`src/rtl/boot_cfg_reg.sv`:
```
module boot_cfg_reg #(
  parameter logic [4:0] BUS_HI_RST = 5'h1F,
  parameter logic [1:0] CFG_WIN    = 2'd2
) (
  input  logic        clk,
  input  logic        rst_n,
  input  logic [4:0]  node_strap_i,
  input  logic [2:0]  bus_strap_i,
  input  logic        cpu_pres_i,
  input  logic        sel_i,
  input  logic        wr_i,
  input  logic [1:0]  addr_i,
  input  logic [3:0]  be_i,
  input  logic [31:0] wdata_i,
  output logic [31:0] rdata_o,
  output logic [4:0]  node_id_o,
  output logic [7:0]  bus_num_o
);

  logic [4:0] node_q;
  logic [7:0] bus_q;
  logic       init_q;

  wire wr_hit  = sel_i & wr_i & (addr_i == CFG_WIN);
  wire bus_ok  = wr_hit & be_i[0] & (wdata_i[7:0] != 8'd0);
  wire byte1_w = wr_hit & be_i[1];

  always_ff @(posedge clk) begin
    if (!rst_n) begin
      node_q <= node_strap_i;
      bus_q  <= {BUS_HI_RST, bus_strap_i};
      init_q <= 1'b0;
    end else begin
      if (bus_ok) bus_q <= wdata_i[7:0];
      if (byte1_w) begin
        node_q <= wdata_i[12:8];
        init_q <= wdata_i[13];
      end
    end
  end

  assign rdata_o   = (addr_i == CFG_WIN) ? {17'd0, cpu_pres_i, init_q, node_q, bus_q} : 32'd0;
  assign node_id_o = node_q;
  assign bus_num_o = bus_q;

  a_r1_hi_default: assert property (@(posedge clk)
    $rose(rst_n) |-> bus_num_o[7:3] == BUS_HI_RST);

  a_r6_refuse_zero: assert property (@(posedge clk) disable iff (!rst_n)
    (sel_i && wr_i && addr_i == CFG_WIN && be_i[0] && wdata_i[7:0] == 8'd0)
      |=> $stable(bus_num_o));

  a_r5_bus_write: assert property (@(posedge clk) disable iff (!rst_n)
    (sel_i && wr_i && addr_i == CFG_WIN && be_i[0] && wdata_i[7:0] != 8'd0)
      |=> bus_num_o == $past(wdata_i[7:0]));

  a_r8_idle_hold: assert property (@(posedge clk) disable iff (!rst_n)
    !(sel_i && wr_i) |=> ($stable(bus_num_o) && $stable(node_id_o)));

  a_r3_other_windows: assert property (@(posedge clk) disable iff (!rst_n)
    (sel_i && wr_i && addr_i != CFG_WIN) |=> ($stable(bus_num_o) && $stable(node_id_o)));

endmodule

```
`config.mk`:
```
export PLATFORM = sky130hd
export DESIGN_NAME = boot_cfg_reg
export DESIGN_NICKNAME = d
export VERILOG_FILES = /design/src/rtl/boot_cfg_reg.sv
export SDC_FILE = /design/constraint.sdc
export NUM_CORES = 1
export LEC_CHECK = 0
export BUFFER_PORTS_ARGS = -buffer_cell sky130_fd_sc_hd__buf_4
export CAP_MARGIN = 20
export CORE_MARGIN = 2
export CORE_UTILIZATION = 30
export CTS_BUF_LIST = sky130_fd_sc_hd__clkbuf_8
export DETAILED_ROUTE_END_ITERATION = 7
export PLACE_DENSITY = 0.78
export RECOVER_POWER = 50
export SYNTH_ARGS = -nofsm -noshare
export SYNTH_HDL_FRONTEND = slang
export SYNTH_SLANG_ARGS = --single-unit
```
`constraint.sdc`:
```
create_clock -name clk -period 2.6 [get_ports clk]
set_clock_uncertainty 0.05 [all_clocks]
set_input_delay 0.65 -clock clk [delete_from_list [all_inputs] [get_ports clk]]
set_output_delay 0.65 -clock clk [all_outputs]
set_load 0.1 [all_outputs]
```
==> impl_results.md <==
* Outcome: finished clean
* Worst path most repeated cell: buf_4
* Multiplexer share of the synthesized area at roughly a tenth
* Skew-Pair Late Insertion Delay at 0.24 ns
* Wire per inst at ~12 µm
* Unique cell type count in the Yosys netlist at 20
* TritonCTS clock tree: yes
* Min cycle time layout at about 2.2 ns
* Slowest-stage cell, CP: buf_4
* Min-delay worst type: reg -> reg
* Placed cell count at ~190
* Avg Inst Size Synth at a little over 10 µm²
* Ys async rst share at 0%
* Final WL at roughly 2200 µm
* Top FF cell, synth: edfxtp_1
* Metal3 WL at ~220 µm
* Max-slew violations at 0
* Max-Cap Viols at 0
* Worst-path clk slew at around 0.050 ns
* All-Layer GR Usage at about an eighth
* Most common cell in the netlist: buf_4
* Worst path cell trace: buf_4 > nor2b_1 > buf_4 > and2_1 > buf_4
* DRT Pass-1 Iters at 4
* Met2 WL at 1190 µm
* Crit. Startpoint: addr_i[0]
* Die ar. at about 3600 µm²
* Number of global-route vias before repair at 800
* Tcrit/Tclk final at 83.9%
* Max Fclk at ~460 MHz
* Largest net degree at the start of global routing at 18
* Xor/xnor share of the synthesized area at 0%
* Remaining global-route overflow at 0
* Least-Margin Pin Slew at 1.18 ns
* Syn Std Cell Area at 945 µm²
* Setup bufs post-CTS at 0
* DRC violations left at 0
* Hold Vio Cnt, Final at 0
* Core area at 3030 µm²
* Nets at 203
* Post-Synth Adder-Cell Area at 0%
* Worst vdd ir at 214 µV
* Via density at 4.37
* Setup TNS at 0 ns
* Global-route wire length before repair at 3390 µm
* Crit-path max FO at 10
* Number of I/O pins at 96
* Reg-to-Reg Start: bus_num_o[4]$_SDFFE_PN1P_
* Power per standard cell area at about 600 nW/µm²
* Crit Reg-Reg Endpoint: bus_num_o[4]$_SDFFE_PN1P_
* Starting DRT DRC Count at 9
* Fill cells at just over 300
* DR top layer: met4
* CTS Buf Count at 3
* Antenna cells at 0
* Fraction of layout cells with a size suffix above 1 at a little over a third
* Top cell type's share of synthesized area at about a quarter
* Dpl hpwl at 1940 µm
* Initial Util at a little under a third
* P&R area growth vs syn at 44.0%
* FF+latch count, synth at 14
* Number of cells produced by synthesis at 93
* CP arrival at between 1 and 1.5 ns
* CP required at 1.90 ns
* Synth top area cells: edfxtp_1 (25%), buf_4 (14%), dfxtp_1 (13%)
* Final non-filler cell total at just under 200
* Register area share after synthesis at between 30% and 40%
* P_leak at between 0.5 and 0.6 nW
* Antenna violation net count after detailed routing at 0
* X dimension of the die at roughly 60 µm
* Rows at 20
* Root Buffer: clkbuf_8
* Synth Area in Simple Gates at about 25%
* Nature of the critical path endpoint: output port
* WHS at between 0.4 and 0.5 ns
* Initial antenna violation count at 0
* Worst slew margin at a little over a fifth
* Post-synth top cells: buf_4 (17), and2_1 (15), edfxtp_1 (8), mux2_1 (8), dfxtp_1 (6)
* Core Util, Final at 44.9%
* Synth warnings at 0
* Die height at between 60 and 70 µm
* CP max stage delay at approximately 0.28 ns
* R2R cell count at 2
* H-tree Lvls at 1
* Max Root-Sink Buffers at 2
* RSZ-0062 raised after global routing: false
* Routability cong. at about 0.74
* Hold_buf cts at 0
* CP Launch Type: input pin
* Post_cts resized at 0
* Final count of negative-setup-slack endpoints at 0
* Post-synthesis compound-gate area fraction at around a tenth
* Biggest area consumer among synthesized cells: edfxtp_1
* CP endpoint: rdata_o[13]
* Clk sinks at 14
* WS Path Type: in -> out
* Area occupied by multi-input gates at between 400 and 500 µm²
* Port bufs at between 50 and 60
* Vias at between 800 and 900
* R2R Setup Slk at 1.83 ns
* Flip-flop and latch area at between 300 and 400 µm²
* Largest family of logic cells by synthesized area: simple AND/OR/NAND/NOR gates
* Post-synth EDFFs at 8
* WL met1 at around 810 µm
## area by class of cell
| class | instances | area share, % |
|---|---|---|
| inverters | 1 | 0.276 |
| clock buffers | 3 | 3.04 |
| repair buffers | 60 | 29.8 |
| well taps | 44 | 4.05 |
| flip-flops and latches | 14 | 26.5 |
| multi-input cells | 72 | 36.1 |
| clock inverters | 1 | 0.276 |
## power by group
part           total (mW)  switching [mW]  internal (mW)
clock               0.173          0.0686          0.104
sequential          0.257         0.00642          0.251
combinational       0.401           0.333         0.0675
total               0.831           0.408          0.422
## flip-flops by register name, summed over array words and instances (netlist names)
register	cells
bus_num_o	8
init_q	1
node_id_o	5
## stage by stage
step	setup slack [ns]	power, mW	area (µm²)
2_1_floorplan	0.0426	0.607	1000
3_3_place_gp	0.413	0.672	1360
3_5_place_dp	0.406	0.676	1360
4_1_cts	0.406	0.851	1410
5_1_grt	0.346	0.864	1360
6_report	0.417	0.831	1360
## cells by family after synthesis
| group | count (synthesis) |
|---|---|
| muxes | 9 |
| DFF | 14 |
| AOI/OAI and AO/OA | 11 |
| other | 1 |
| and+or+nand+nor | 35 |
| buffers and inverters | 23 |
## layout by cell type, fill, tap and decap left out
cell type / n
nor4_4: 2
nor2b_1: 1
and2_1: 15
a211oi_1: 5
nand4b_1: 1
edfxtp_1: 8
mux2i_1: 1
mux2_1: 8
a31o_1: 1
clkbuf_1: 12
clkbuf_8: 3
a311oi_1: 5
nand2_1: 5
and4b_1: 1
dfxtp_1: 6
nand3b_1: 5
inv_1: 2
conb_1: 17
nor2_1: 5
buf_4: 48
## worst min-delay path by stage
stage                                    from                   to  slack (ns)  cells past startpoint
after global placement    init_q$_SDFFE_PN0P_  init_q$_SDFFE_PN0P_        0.39                      2
after global routing      init_q$_SDFFE_PN0P_  init_q$_SDFFE_PN0P_        0.43                      2
final                     init_q$_SDFFE_PN0P_  init_q$_SDFFE_PN0P_        0.40                      2
after CTS                 init_q$_SDFFE_PN0P_  init_q$_SDFFE_PN0P_        0.41                      2
after detailed placement  init_q$_SDFFE_PN0P_  init_q$_SDFFE_PN0P_        0.40                      2
after floorplan           init_q$_SDFFE_PN0P_  init_q$_SDFFE_PN0P_        0.38                      2
## layer usage
| layer | GRT usage (%) | vias up |
|---|---|---|
| li1 | - | 415 |
| met1 | 12.4 | 383 |
| met2 | 24.1 | 50 |
| met3 | 3.90 | 4 |
| met4 | 4.44 | 0 |
| met5 | 0 | - |
## critical path: cells and delay by family
kind	cells	cell delay (ns)
buffers and inverters	3	0.56
and+or+nand+nor	2	0.27
(Power assumes the default switching activity.)
